$ cat src/rtl/ringecho_pkg.sv
package ringecho_pkg;

    localparam int SYM_W    = 18;
    localparam int KIND_W   = 2;
    localparam int ID_W     = 4;
    localparam int TAG_W    = 2;
    localparam int BODY_W   = SYM_W - KIND_W - 2 * ID_W - TAG_W;
    localparam int OB_DEPTH = 1 << TAG_W;

    typedef enum logic [KIND_W-1:0] {
        SK_IDLE = 2'b00,
        SK_PKT  = 2'b01,
        SK_ECHO = 2'b10,
        SK_RSVD = 2'b11
    } sym_kind_e;

    typedef struct packed {
        sym_kind_e          kind;
        logic [ID_W-1:0]    dst;
        logic [ID_W-1:0]    src;
        logic [TAG_W-1:0]   tag;
        logic [BODY_W-1:0]  body;
    } ring_sym_t;

    function automatic ring_sym_t make_pkt(input logic [ID_W-1:0] dst,
                                           input logic [ID_W-1:0] src,
                                           input logic [TAG_W-1:0] tag,
                                           input logic [BODY_W-1:0] body);
        ring_sym_t s;
        s.kind = SK_PKT;
        s.dst  = dst;
        s.src  = src;
        s.tag  = tag;
        s.body = body;
        return s;
    endfunction

    function automatic ring_sym_t make_echo(input logic [ID_W-1:0] dst,
                                            input logic [ID_W-1:0] src,
                                            input logic [TAG_W-1:0] tag,
                                            input logic accept);
        ring_sym_t s;
        s.kind = SK_ECHO;
        s.dst  = dst;
        s.src  = src;
        s.tag  = tag;
        s.body = BODY_W'(accept);
        return s;
    endfunction

    // Lowest set bit index; zero when the vector is empty.
    function automatic logic [TAG_W-1:0] lowest_set(input logic [OB_DEPTH-1:0] v);
        logic [TAG_W-1:0] idx;
        idx = '0;
        for (int i = OB_DEPTH - 1; i >= 0; i--) begin
            if (v[i]) idx = TAG_W'(i);
        end
        return idx;
    endfunction

endpackage

$ cat src/rtl/ringecho_outbuf.sv
module ringecho_outbuf
    import ringecho_pkg::*;
(
    input  logic                clk,
    input  logic                rst,
    input  logic                alloc_en,
    input  logic [ID_W-1:0]     alloc_dst,
    input  logic [BODY_W-1:0]   alloc_body,
    input  logic                resend_en,
    input  logic                echo_en,
    input  logic [TAG_W-1:0]    echo_tag,
    input  logic [ID_W-1:0]     echo_src,
    input  logic                echo_ok,
    output logic                free_any,
    output logic [TAG_W-1:0]    free_idx,
    output logic                resend_any,
    output logic [TAG_W-1:0]    resend_idx,
    output logic [ID_W-1:0]     resend_dst,
    output logic [BODY_W-1:0]   resend_body,
    output logic                echo_hit,
    output logic [OB_DEPTH-1:0] valid_vec
);

    logic [OB_DEPTH-1:0] live;
    logic [OB_DEPTH-1:0] retry;
    logic [ID_W-1:0]     dst_arr  [OB_DEPTH];
    logic [BODY_W-1:0]   body_arr [OB_DEPTH];

    for (genvar i = 0; i < OB_DEPTH; i++) begin : g_entry
        logic              live_q;
        logic              retry_q;
        logic [ID_W-1:0]   dst_q;
        logic [BODY_W-1:0] body_q;
        logic              take_here;
        logic              echo_here;
        logic              resend_here;

        assign take_here   = alloc_en && (free_idx == TAG_W'(i));
        assign echo_here   = echo_en && echo_hit && (echo_tag == TAG_W'(i));
        assign resend_here = resend_en && (resend_idx == TAG_W'(i));

        always_ff @(posedge clk) begin
            if (rst) begin
                live_q  <= 1'b0;
                retry_q <= 1'b0;
            end else if (take_here) begin
                live_q  <= 1'b1;
                retry_q <= 1'b0;
            end else if (echo_here) begin
                live_q  <= !echo_ok;
                retry_q <= !echo_ok;
            end else if (resend_here) begin
                retry_q <= 1'b0;
            end
        end

        always_ff @(posedge clk) begin
            if (take_here) begin
                dst_q  <= alloc_dst;
                body_q <= alloc_body;
            end
        end

        assign live[i]     = live_q;
        assign retry[i]    = retry_q;
        assign dst_arr[i]  = dst_q;
        assign body_arr[i] = body_q;
    end

    assign free_any    = !(&live);
    assign free_idx    = lowest_set(~live);
    assign resend_any  = |retry;
    assign resend_idx  = lowest_set(retry);
    assign resend_dst  = dst_arr[resend_idx];
    assign resend_body = body_arr[resend_idx];
    assign echo_hit    = live[echo_tag] && (dst_arr[echo_tag] == echo_src);
    assign valid_vec   = live;

endmodule

$ cat src/rtl/ringecho_rxq.sv
module ringecho_rxq #(
    parameter int DEPTH = 2,
    parameter int W     = 10
) (
    input  logic         clk,
    input  logic         rst,
    input  logic         push,
    input  logic [W-1:0] push_data,
    input  logic         pop,
    output logic         full,
    output logic         not_empty,
    output logic [W-1:0] head
);

    localparam int PW = (DEPTH > 1) ? $clog2(DEPTH) : 1;
    localparam int CW = $clog2(DEPTH + 1);

    logic [W-1:0]  mem [DEPTH];
    logic [PW-1:0] wr_q, rd_q;
    logic [CW-1:0] cnt_q;
    logic          do_push, do_pop;

    function automatic logic [PW-1:0] step_ptr(input logic [PW-1:0] p);
        return (p == PW'(DEPTH - 1)) ? '0 : p + PW'(1);
    endfunction

    assign full      = (cnt_q == CW'(DEPTH));
    assign not_empty = (cnt_q != '0);
    assign head      = mem[rd_q];
    assign do_push   = push && !full;
    assign do_pop    = pop && not_empty;

    always_ff @(posedge clk) begin
        if (rst) begin
            wr_q  <= '0;
            rd_q  <= '0;
            cnt_q <= '0;
        end else begin
            if (do_push) wr_q <= step_ptr(wr_q);
            if (do_pop)  rd_q <= step_ptr(rd_q);
            case ({do_push, do_pop})
                2'b10:   cnt_q <= cnt_q + CW'(1);
                2'b01:   cnt_q <= cnt_q - CW'(1);
                default: cnt_q <= cnt_q;
            endcase
        end
    end

    always_ff @(posedge clk) begin
        if (do_push) mem[wr_q] <= push_data;
    end

endmodule

$ cat src/rtl/ringecho_node.sv
module ringecho_node
    import ringecho_pkg::*;
#(
    parameter int NODE_ID   = 3,
    parameter int RXQ_DEPTH = 2
) (
    input  logic              clk,
    input  logic              rst,
    input  logic [SYM_W-1:0]  ring_in,
    output logic [SYM_W-1:0]  ring_out,
    input  logic              tx_valid,
    output logic              tx_ready,
    input  logic [ID_W-1:0]   tx_dst,
    input  logic [BODY_W-1:0] tx_body,
    output logic              rx_valid,
    input  logic              rx_ready,
    output logic [ID_W-1:0]   rx_src,
    output logic [BODY_W-1:0] rx_body,
    output logic              echo_stray
);

    localparam logic [ID_W-1:0] SELF = ID_W'(NODE_ID);
    localparam int RXW = ID_W + BODY_W;

    ring_sym_t           sym_in, sym_next;
    logic [SYM_W-1:0]    out_q;
    logic                stray_q;
    logic                for_me, pkt_me, echo_me, slot_open;
    logic                rx_full, rx_take;
    logic                resend_en, alloc_en;
    logic                free_any, resend_any, echo_hit;
    logic [TAG_W-1:0]    free_idx, resend_idx;
    logic [ID_W-1:0]     resend_dst;
    logic [BODY_W-1:0]   resend_body;
    logic [OB_DEPTH-1:0] ob_valid;
    logic [RXW-1:0]      rx_head;

    assign sym_in    = ring_sym_t'(ring_in);
    assign for_me    = (sym_in.dst == SELF);
    assign pkt_me    = (sym_in.kind == SK_PKT) && for_me;
    assign echo_me   = (sym_in.kind == SK_ECHO) && for_me;
    assign slot_open = (sym_in.kind == SK_IDLE) || echo_me;
    assign rx_take   = pkt_me && !rx_full;

    assign resend_en = !rst && slot_open && resend_any;
    assign tx_ready  = !rst && slot_open && !resend_any && free_any;
    assign alloc_en  = tx_valid && tx_ready;

    ringecho_outbuf u_outbuf (
        .clk         (clk),
        .rst         (rst),
        .alloc_en    (alloc_en),
        .alloc_dst   (tx_dst),
        .alloc_body  (tx_body),
        .resend_en   (resend_en),
        .echo_en     (echo_me && !rst),
        .echo_tag    (sym_in.tag),
        .echo_src    (sym_in.src),
        .echo_ok     (sym_in.body[0]),
        .free_any    (free_any),
        .free_idx    (free_idx),
        .resend_any  (resend_any),
        .resend_idx  (resend_idx),
        .resend_dst  (resend_dst),
        .resend_body (resend_body),
        .echo_hit    (echo_hit),
        .valid_vec   (ob_valid)
    );

    ringecho_rxq #(
        .DEPTH (RXQ_DEPTH),
        .W     (RXW)
    ) u_rxq (
        .clk       (clk),
        .rst       (rst),
        .push      (rx_take && !rst),
        .push_data ({sym_in.src, sym_in.body}),
        .pop       (rx_ready),
        .full      (rx_full),
        .not_empty (rx_valid),
        .head      (rx_head)
    );

    assign rx_src  = rx_head[RXW-1 -: ID_W];
    assign rx_body = rx_head[BODY_W-1:0];

    always_comb begin
        if (pkt_me) begin
            sym_next = make_echo(sym_in.src, SELF, sym_in.tag, rx_take);
        end else if (resend_en) begin
            sym_next = make_pkt(resend_dst, SELF, resend_idx, resend_body);
        end else if (alloc_en) begin
            sym_next = make_pkt(tx_dst, SELF, free_idx, tx_body);
        end else if (slot_open) begin
            sym_next = '0;
        end else begin
            sym_next = sym_in;
        end
    end

    always_ff @(posedge clk) begin
        if (rst) begin
            out_q   <= '0;
            stray_q <= 1'b0;
        end else begin
            out_q   <= sym_next;
            stray_q <= echo_me && !echo_hit;
        end
    end

    assign ring_out   = out_q;
    assign echo_stray = stray_q;

endmodule

$ cat config.mk
export PLATFORM = sky130hd
export DESIGN_NAME = ringecho_node
export DESIGN_NICKNAME = d
export VERILOG_FILES = /design/src/rtl/ringecho_pkg.sv /design/src/rtl/ringecho_outbuf.sv /design/src/rtl/ringecho_rxq.sv /design/src/rtl/ringecho_node.sv
export SDC_FILE = /design/constraint.sdc
export NUM_CORES = 1
export LEC_CHECK = 0
export ABC_AREA = 1
export BUFFER_PORTS_ARGS = -buffer_cell sky130_fd_sc_hd__clkbuf_2
export CORE_MARGIN = 2
export CORE_UTILIZATION = 45
export DETAILED_ROUTE_END_ITERATION = 16
export PLACE_DENSITY = 0.65
export REMOVE_ABC_BUFFERS = 1
export SLEW_MARGIN = 0
export SYNTH_ARGS = -nofsm -noshare
export SYNTH_HDL_FRONTEND = slang
export SYNTH_SLANG_ARGS = --single-unit
$ cat constraint.sdc
create_clock -name clk -period 2.95 [get_ports clk]
set_input_delay 0.4425 -clock clk [delete_from_list [all_inputs] [get_ports clk]]
set_output_delay 0.4425 -clock clk [all_outputs]
set_load 0.005 [all_outputs]
* After elaboration in Yosys (flattened, before gate mapping)
Memories as Yosys holds them, arrays and structs flattened. A register that Yosys moved wholly into a read port is not among the register bits. Index checks and enable logic that the tools add are counted.
Operators by class: add/sub/neg operators 4, order comparisons 3, equality and inequality tests 16, multiplexer cells 46, bitwise gates (word level) 3, reductions and logical operators 56
Operator list (count):
- 18-bit two-way mux | 4
- 1-bit logical AND | 27
- 1-bit two-way mux | 23
- 2-bit nonzero test | 10
- 2-bit equality test, second input constant | 9
- 4-bit binary-select mux with 2-bit select | 2
- 2-bit two-way mux | 8
- 4-bit two-way mux | 4
- 6-bit binary-select mux with 2-bit select | 1
- 6-bit two-way mux | 2
- 2-bit by 1-bit equality test with 1-bit output, second input constant | 5
- 2-bit OR reduction | 5
- 2-bit zero test | 4
- 3-bit greater-or-equal comparator, second input constant | 2
- 1-bit zero test | 6
- 2-bit inverter with 3-bit output | 2
- 5-bit OR reduction | 1
- 4-bit by 2-bit equality test with 1-bit output, second input constant | 1
- 4-bit equality test | 1
- 4-bit inverter | 1
- 2-bit case mux with 2 select lines | 1
- 4-bit AND reduction | 1
- 4-bit OR reduction | 1
- 2-bit by 3-bit less-than comparator with 1-bit output, second input constant | 1
- 5 further kinds | 6
Word-level totals: bits in registers 71, bits in writable memories 20, bits of input ports 32, output and inout bits 31, word-level logic and storage cells 152, memories kept 1
Memories:
- u_rxq.mem | words 2, width 10, read ports 1, clocked after memory_dff 1, write ports 1, line ringecho_rxq.sv:18 | logic [W-1:0] mem [DEPTH];

* Depth between registers and ports, before layout
Gate-level depths: netlist (run 1).
depth in word-level cells 10, mapped depth 12, gate-level depth less buffers 12

* Hierarchy
Synthesis (run 1) repeated with hierarchy kept, for this count alone.
Second synthesis, totals: cell total of the unflattened synthesis 477, area, all modules 4297.9 µm²
Modules (own cells, without submodules):
- ringecho_outbuf | instances 1, cells each 258, area an instance 2318.5 µm²
- ringecho_rxq | instances 1, cells each 71, area an instance 992.2 µm²
- ringecho_node | instances 1, cells each 148, area an instance 987.2 µm²

* Least setup slack after synthesis (run 1)
Ideal clock, no wire load.
path kind in2reg, from in rst, to reg u_outbuf.g_entry[2].body_q[0] (enable), arrival 1.895 ns, data required time 2.560 ns, setup slack 0.666 ns, stages on the path 6, buffers on the path 1, cell sequence buf_2 > inv_2 > nand3_4 > nor3_4 > nand2_4 > nor3_1
Between the ends: longest elaborated chain between the ends 6
Ends and longest elaborated chain:
- start, declared | line ringecho_node.sv:8 | input logic rst,
- 1-bit zero test | line ringecho_node.sv:46 | assign tx_ready = !rst && slot_open && !resend_any && free_any;
- 1-bit logical AND (3 in series) | line ringecho_node.sv:46
- via tx_ready | line ringecho_node.sv:12 | output logic tx_ready,
- 1-bit logical AND | line ringecho_node.sv:47 | assign alloc_en = tx_valid && tx_ready;
- 1-bit logical AND | line ringecho_outbuf.sv:38 | assign take_here = alloc_en && (free_idx == TAG_W'(i));
- via u_outbuf.g_entry[2].take_here | line ringecho_outbuf.sv:34 | logic take_here;
- end signal, assigned | line ringecho_outbuf.sv:60 | body_q <= alloc_body;
- end, declared | line ringecho_outbuf.sv:33 | logic [BODY_W-1:0] body_q;
The timed path passes the listed nets, and every way through them passes these cells. A chain may end at the register's enable or synchronous reset.

* Worst setup path in the final report (run 1)
from reg u_outbuf.g_entry[2].retry_q, to reg u_outbuf.g_entry[1].dst_q[1] (enable)
Between the ends: longest elaborated chain between the ends 6
Ends and longest elaborated chain:
- start, declared | line ringecho_outbuf.sv:31 | logic retry_q;
- start signal, assigned | line ringecho_outbuf.sv:51 | retry_q <= !echo_ok;
- 4-bit OR reduction | line ringecho_outbuf.sv:72 | assign resend_any = |retry;
- 1-bit zero test | line ringecho_node.sv:46
- 1-bit logical AND (2 in series) | line ringecho_node.sv:46
- 1-bit logical AND | line ringecho_node.sv:47
- 1-bit logical AND | line ringecho_outbuf.sv:38
- via u_outbuf.g_entry[1].take_here | line ringecho_outbuf.sv:34
- end signal, assigned | line ringecho_outbuf.sv:59 | dst_q <= alloc_dst;
- end, declared | line ringecho_outbuf.sv:32 | logic [ID_W-1:0] dst_q;
The timed path passes the listed nets, and every way through them passes these cells.

==> metrics.md, run 1 <==
| Metric | Value |
|---|---|
| Status | `finished, final reports clean` |
| Synthesized area | `approximately 4200 um2` |
| Clk Latency, worst-skew pair | `about 360 ps` |
| Cell depth of the worst setup path | `5` |
| Share of cells above drive strength 1 | `between 20% and 30%` |
| Worst-path clk slew | `roughly 80 ps` |
| Worst R2R End | `u_outbuf.g_entry[1].dst_q[1]$_DFFE_PP_` |
| Min Tclk post-route | `2223 ps` |
| Peak VDD IR | `roughly 0.23 mV` |
| Num rows | `35` |
| Die area | `roughly 10000 um2` |
| Hold Vio Cnt, Final | `0` |
| Setup violators final | `0` |
| Routed length per instance | `16.55 um` |
| Worst r2r path cells | `5` |
| Leakage | `between 2 and 2.5 nW` |
| Fill count | `about 860` |
| CP max stage delay | `approximately 470 ps` |
| CTS tree | `built` |
| RSZ-0062 raised after global routing | `false` |
| Crit path cell chain | `nor2_2 > nand2_4 > nor3_4 > nand4_1 > inv_1` |
| Max_cap viols | `0` |
| Fin Clk Skew | `~16 ps` |
| Critical path fanouts, max | `11` |
| Data required, critical path | `about 2900 ps` |
| FF+latch count, synth | `92` |
| Yosys top cell area share | `43.10%` |
| Setup crit start | `u_outbuf.g_entry[2].retry_q$_SDFFE_PP0P_` |
| Antenna Nets Post-Route | `0` |
| Sequential area share after synthesis | `between 50% and 60%` |
| Pins over their slew limit | `0` |
| N_diodes | `0` |
| H-Tree Depth | `3` |
| Clk buf depth | `2` |
| Starting Density | `45.89%` |
| Area Overhead vs Synth | `13.80%` |
| CP endpoint kind | `register` |
| Port Buf Inserts | `62` |
| TritonCTS buffer count | `9` |
| Hold Crit Class | `primary input to register` |
| Power per cell area | `486.8 nW/um2` |
| Initial antenna violation count | `0` |
| Cell count after synthesis | `about 430` |
| Final WS setup | `approximately 730 ps` |
| Critical-path top delay cell | `dfxtp_1` |
| # Post-CTS Setup Buffers | `0` |
| Worst r2r src | `u_outbuf.g_entry[2].retry_q$_SDFFE_PP0P_` |
| Area leader, netlist | `edfxtp_1` |
| Fin crit share | `75.36%` |
| Library cells used by synthesis | `36` |
| Nature of the critical path startpoint | `register` |
| Via-to-Cell Ratio | `roughly 5.4` |
| Via count | `3284` |
| Die Ht | `~100 um` |
| 1st-iter DRT viols | `between 200 and 300` |
| WP data arrival | `~2200 ps` |
| Setup TNS | `0 ps` |
| Total gr overflow | `0` |
| # IOs | `63` |
| Final nets | `530` |
| Routed WL | `roughly 10000 um` |
| Bufs and invs on worst path | `1` |
| Pin count of the biggest net entering global routing | `20` |
| Hold_buf cts | `0` |
| Drt pass-1 iters | `5` |
| Sink Count | `just over 90` |
| Post-DP HPWL | `about 7300 um` |
| Max_slew headroom | `61.91%` |
| Yosys warnings | `0` |
| Area contributors post-synth | `edfxtp_1, dfxtp_1, nand2_1, nand3_1, inv_1` |
| Root buffer cell | `clkbuf_8` |
| Routability cong. | `0.8844` |
| GRT Util Overall | `20.67%` |
| Family with the most delay on the worst path | `simple AND/OR/NAND/NOR gates` |
| Vias in the first global route | `~3100` |
| R2R Setup Slk | `730 ps` |
| Crit path capture | `u_outbuf.g_entry[1].dst_q[1]$_DFFE_PP_` |
| Worst slew pin tran | `between 500 and 600 ps` |
| DRC viols | `0` |
| Core Box Area | `roughly 9100 um2` |
| Syn_area_per_cell | `between 9 and 10 um2` |
| Die Span X | `around 100 um` |
| Cts repair resizes | `0` |
| Pre-CTS setup slack | `approximately 420 ps` |
| Max frequency | `between 400 and 500 MHz` |
| Critical path class | `register to register` |
| First-pass GRT wire length | `around 16000 um` |
-- stage by stage --
stage          power, mW  utilization, %  cell area [um2]  hold WS [ps]  instances
6_report           2.316           52.23             4757         307.5        613
5_1_grt            2.406           52.23             4757         299.3        613
4_1_cts            2.329           52.23             4757         299.0        613
3_5_place_dp       1.596           50.37             4588         443.8        597
3_3_place_gp       1.593           50.37             4588         451.2        597
2_1_floorplan      1.505               -             4094         425.6        418
-- metal layers --
| layer | wire (um) | global-route usage, % |
|---|---|---|
| met2 | 4634 | 32.58 |
| met1 | 4613 | 27.77 |
| met4 | 288 | 10.12 |
| met5 | 0 | 0 |
| met3 | 607 | 3.482 |
-- cell type report --
cell class | instances | area [um2] | area share [%]
inverters | 43 | 161.4 | 3.393
repair buffers | 68 | 355.3 | 7.470
clock buffers | 11 | 131.4 | 2.762
multi-input cells | 283 | 1490 | 31.33
flip-flops and latches | 92 | 2442 | 51.34
well taps | 111 | 138.9 | 2.920
clock inverters | 5 | 37.54 | 0.7891
-- worst min-delay path by stage --
stage,startpoint,to,cells after the start
after floorplan,u_rxq.rd_q$_SDFFE_PP0P_,register,1
after global placement,u_rxq.rd_q$_SDFFE_PP0P_,u_rxq.rd_q$_SDFFE_PP0P_,1
after detailed placement,u_rxq.rd_q$_SDFFE_PP0P_,register,1
after CTS,ring_in[4],u_rxq.mem[1][4]$_DFFE_PP_,1
after global routing,ring_in[3],u_rxq.mem[1][3]$_DFFE_PP_,1
final,ring_in[4],u_rxq.mem[1][4]$_DFFE_PP_,1
-- sequential cells by signal, indices dropped and copies added, names as in the netlist, named ones only --
register                  flops
u_outbuf.g_entry.dst_q       16
u_rxq.rd_q                    1
echo_stray                    1
u_rxq.wr_q                    1
u_outbuf.g_entry.live_q       4
u_rxq.cnt_q                   2
ring_out                     18
u_outbuf.g_entry.body_q      24
u_outbuf.g_entry.retry_q      4
u_rxq.mem                    20
-- cells in the final DEF, fill, tap and decap left out, types with 5 or more instances in the layout --
cell type | synthesis | final
edfxtp_1 | 60 | 60
a21oi_1 | 17 | 17
nor2_1 | 34 | 34
inv_1 | 36 | 36
dfxtp_1 | 32 | 32
o21ai_0 | 19 | 19
buf_4 | 1 | 6
mux2_2 | 10 | 10
a41oi_1 | 7 | 7
nand3_1 | 36 | 36
clkbuf_2 | 0 | 62
nand2_1 | 114 | 114
o21ai_1 | 5 | 5
inv_2 | 7 | 7
clkbuf_8 | 0 | 9
-- synth_stat cells --
cell and n:
o21ai_1 5, nand2_4 2, nor2_8 1, nor3_1 3, o221ai_1 2, nand4_2 4
a21oi_1 17, inv_2 7, a31oi_1 1, o211ai_2 1, nand3_2 3, o21ai_0 19
buf_4 1, nand3b_1 2, buf_6 3, or2_1 1, a41oi_1 7, nor2_1 34
mux2_2 10, nand3_4 1, nand2_1 114, o22ai_1 1, nor3_4 1, nand3_1 36
o2111ai_1 2, edfxtp_1 60, nor2_2 4, dfxtp_1 32, a21boi_0 1, nand4_1 4
buf_2 6, clkbuf_1 4, nand2_2 3, ha_1 1, nor2_4 3, inv_1 36
-- logic make-up after synthesis --
kind of cell / Yosys count / share of synthesized area (%)
AO/OA/AOI/OAI: 56 / 7.992
adder cells (fa/ha/maj): 1 / 0.2993
buffers and inverters: 57 / 5.926
flip-flops: 92 / 58.43
multiplexers: 10 / 2.694
AND/OR/NAND/NOR: 216 / 24.66
-- power breakdown --
part	switching [mW]	internal, mW
sequential	0.00670	1.39
combinational	0.113	0.0601
clock	0.438	0.310
total	0.558	1.76
No activity file was read; power rests on OpenSTA's default activity.
==> run 2: changes to the inputs <==
==> constraint.sdc (replaced) <==
create_clock -name clk -period 2.1 [get_ports clk]
set_input_delay 0.315 -clock clk [delete_from_list [all_inputs] [get_ports clk]]
set_output_delay 0.315 -clock clk [all_outputs]
set_load 0.005 [all_outputs]
==> run 2 against run 1 <==
  * Hold slack got worse by 130 ps
  * Total power increased by 48%
  * Design area increased by 3.7%
  * Combinational power increased by 45%
  * Non-clock buffer count increased by 15
  * Die area unchanged
  * Critical path depth decreased by 1
  * Final cell count increased by 2.4%
  * Sequential share of layout area decreased by 1.8 points
  * Critical path type is now register to output port
  * Critical endpoint is now tx_ready
==> metrics.md, run 2 (synthesis results as in run 1) <==
| Metric | Value |
|---|---|
| Die Ht | `roughly 100 um` |
| Critical path fanouts, max | `10` |
| Starting Density | `a little under half` |
| WP data arrival | `about 1600 ps` |
| Via count | `3347` |
| Power per cell area | `695.1 nW/um2` |
| Area Overhead vs Synth | `17.96%` |
| Antenna Nets Post-Route | `0` |
| Core Box Area | `approximately 9000 um2` |
| Port Buf Inserts | `62` |
| Sw Ratio | `23.76%` |
| Worst-path clk slew | `about 90 ps` |
| Post-route insts no fill | `628` |
| Max_cap viols | `0` |
| Bufs and invs on worst path | `1` |
| Cts repair resizes | `0` |
| Leakage | `between 2 and 2.5 nW` |
| Fin Clk Skew | `roughly 8.4 ps` |
| Clk buf depth | `2` |
| Final hold slack | `approximately 180 ps` |
| Num rows | `35` |
| Critical-path top delay cell | `dfxtp_1` |
| TritonCTS buffer count | `9` |
| Hold_buf cts | `0` |
| Commonest non-fill, non-tap cell in the layout | `nand2_1` |
| N_diodes | `0` |
| GRT Util Overall | `21.16%` |
| # Post-CTS Setup Buffers | `0` |
| Setup violators final | `0` |
| RSZ-0062 raised after global routing | `false` |
| Combinational Power Share | `around 7.3%` |
| Die Span X | `100.4 um` |
| Max frequency | `~530 MHz` |
| Commonest cells after routing, fill and taps aside | `nand2_1, clkbuf_2, edfxtp_1` |
| Max reg flops | `24` |
| Root buffer cell | `clkbuf_8` |
| Fin crit share | `roughly 90%` |
| Nature of the critical path startpoint | `register` |
| # IOs | `63` |
| DRC viols | `0` |
| Routability cong. | `approximately 0.89` |
| Vias in the first global route | `approximately 3200` |
| Hold Vio Cnt, Final | `0` |
| Crit path cell chain | `nor2_8 > nand2_4 > nor3_4 > clkbuf_2` |
| Via-to-Cell Ratio | `between 5 and 6` |
| Sink Count | `92` |
| Fin area | `between 4000 and 5000 um2` |
| Total gr overflow | `0` |
| Clk pwr share | `between 30% and 40%` |
| Tot Pwr | `approximately 3.4 mW` |
| Data required, critical path | `1780 ps` |
| Initial antenna violation count | `0` |
| Critical path class | `register to output port` |
| NetSw | `0.8142 mW` |
| Min Tclk post-route | `1882 ps` |
| Routed length per instance | `~16 um` |
| CP endpoint kind | `output port` |
| Share of cells above drive strength 1 | `a little over a quarter` |
| Pins over their slew limit | `0` |
| Routed WL | `roughly 10000 um` |
| CTS tree | `built` |
| Die area | `approximately 10000 um2` |
| Peak VDD IR | `0.3702 mV` |
| Post-DP HPWL | `roughly 7700 um` |
| Biggest register | `u_outbuf.g_entry.body_q` |
| Pin count of the biggest net entering global routing | `20` |
| Power share of the sequential group | `57.2%` |
| Final nets | `545` |
| Placed instance area | `between 4000 and 5000 um2` |
| First-pass GRT wire length | `roughly 16000 um` |
| Worst slew pin tran | `between 400 and 500 ps` |
| Max_slew headroom | `66.74%` |
| Clk Latency, worst-skew pair | `~360 ps` |
| Cell internal pwr | `2.613 mW` |
| H-Tree Depth | `3` |
| Hold Crit Class | `primary input to register` |
| CP max stage delay | `about 400 ps` |
| Family with the most delay on the worst path | `simple AND/OR/NAND/NOR gates` |
| Final core occ | `around 54%` |
| Status | `finished, final reports clean` |
| Drt pass-1 iters | `5` |
| DP Cell Count | `a little over 600` |
| 1st-iter DRT viols | `around 190` |
[run 2: changes by cell type in the layout (fill, tap and decap cells not counted)]
cell,previous run,this run
inv_8,0,1
inv_6,1,3
buf_12,0,2
clkbuf_1,2,0
clkinvlp_4,2,0
buf_4,6,19
bufinv_16,0,1
[run 2: final cells by class]
type / count / area [um2]
Multi-Input combinational cell: 283 / 1490
Fill cell: 859 / 4178
Inverter: 43 / 161.4
Clock inverter: 7 / 81.33
Sequential cell: 92 / 2442
Timing Repair Buffer: 83 / 493.0
Clock buffer: 9 / 123.9
Tap cell: 111 / 138.9
[run 2: power groups by stage]
stage          clock network (mW)  registers (mW)  logic, mW
2_1_floorplan                   0            2.00      0.111
3_3_place_gp                    0            2.00      0.246
3_5_place_dp                    0            2.00      0.251
4_1_cts                      1.24            1.96      0.252
5_1_grt                      1.31            1.96      0.280
6_report                     1.22            1.96      0.250
[run 2: worst paths after layout]
kind | startpoint | to | slack [ps] | depth (start not counted)
worst max register to register | u_outbuf.g_entry[0].retry_q$_SDFFE_PP0P_ | u_outbuf.g_entry[2].dst_q[2]$_DFFE_PP_ | 240 | 6
worst min register to register | u_rxq.rd_q$_SDFFE_PP0P_ | u_rxq.rd_q$_SDFFE_PP0P_ | 460 | 1
worst min-delay path | ring_in[3] | u_rxq.mem[0][3]$_DFFE_PP_ | 180 | 1
worst max-delay path | u_outbuf.g_entry[0].retry_q$_SDFFE_PP0P_ | tx_ready | 220 | 4
[run 2: layer usage]
metal	share of wire [%]	GRT usage, %
met1	41	26.06
met2	48	35.93
met3	7.8	4.666
met4	3.1	8.957
met5	0	0
[run 2: worst reg2reg max path, cell delays in order (launching register included)]
cell and delay (ps):
dfxtp_1 400, nor2_8 250, nand2_4 90, nor3_4 300
nand2_4 130, nor3_1 160, buf_4 250
[run 2: per-stage QoR]
stage	setup WS [ps]	TNS, ps
floorplan	-121.9	-1261
detailed placement	39.25	0
global route	123.0	0
CTS	202.7	0
finish	217.8	0
global placement	64.20	0
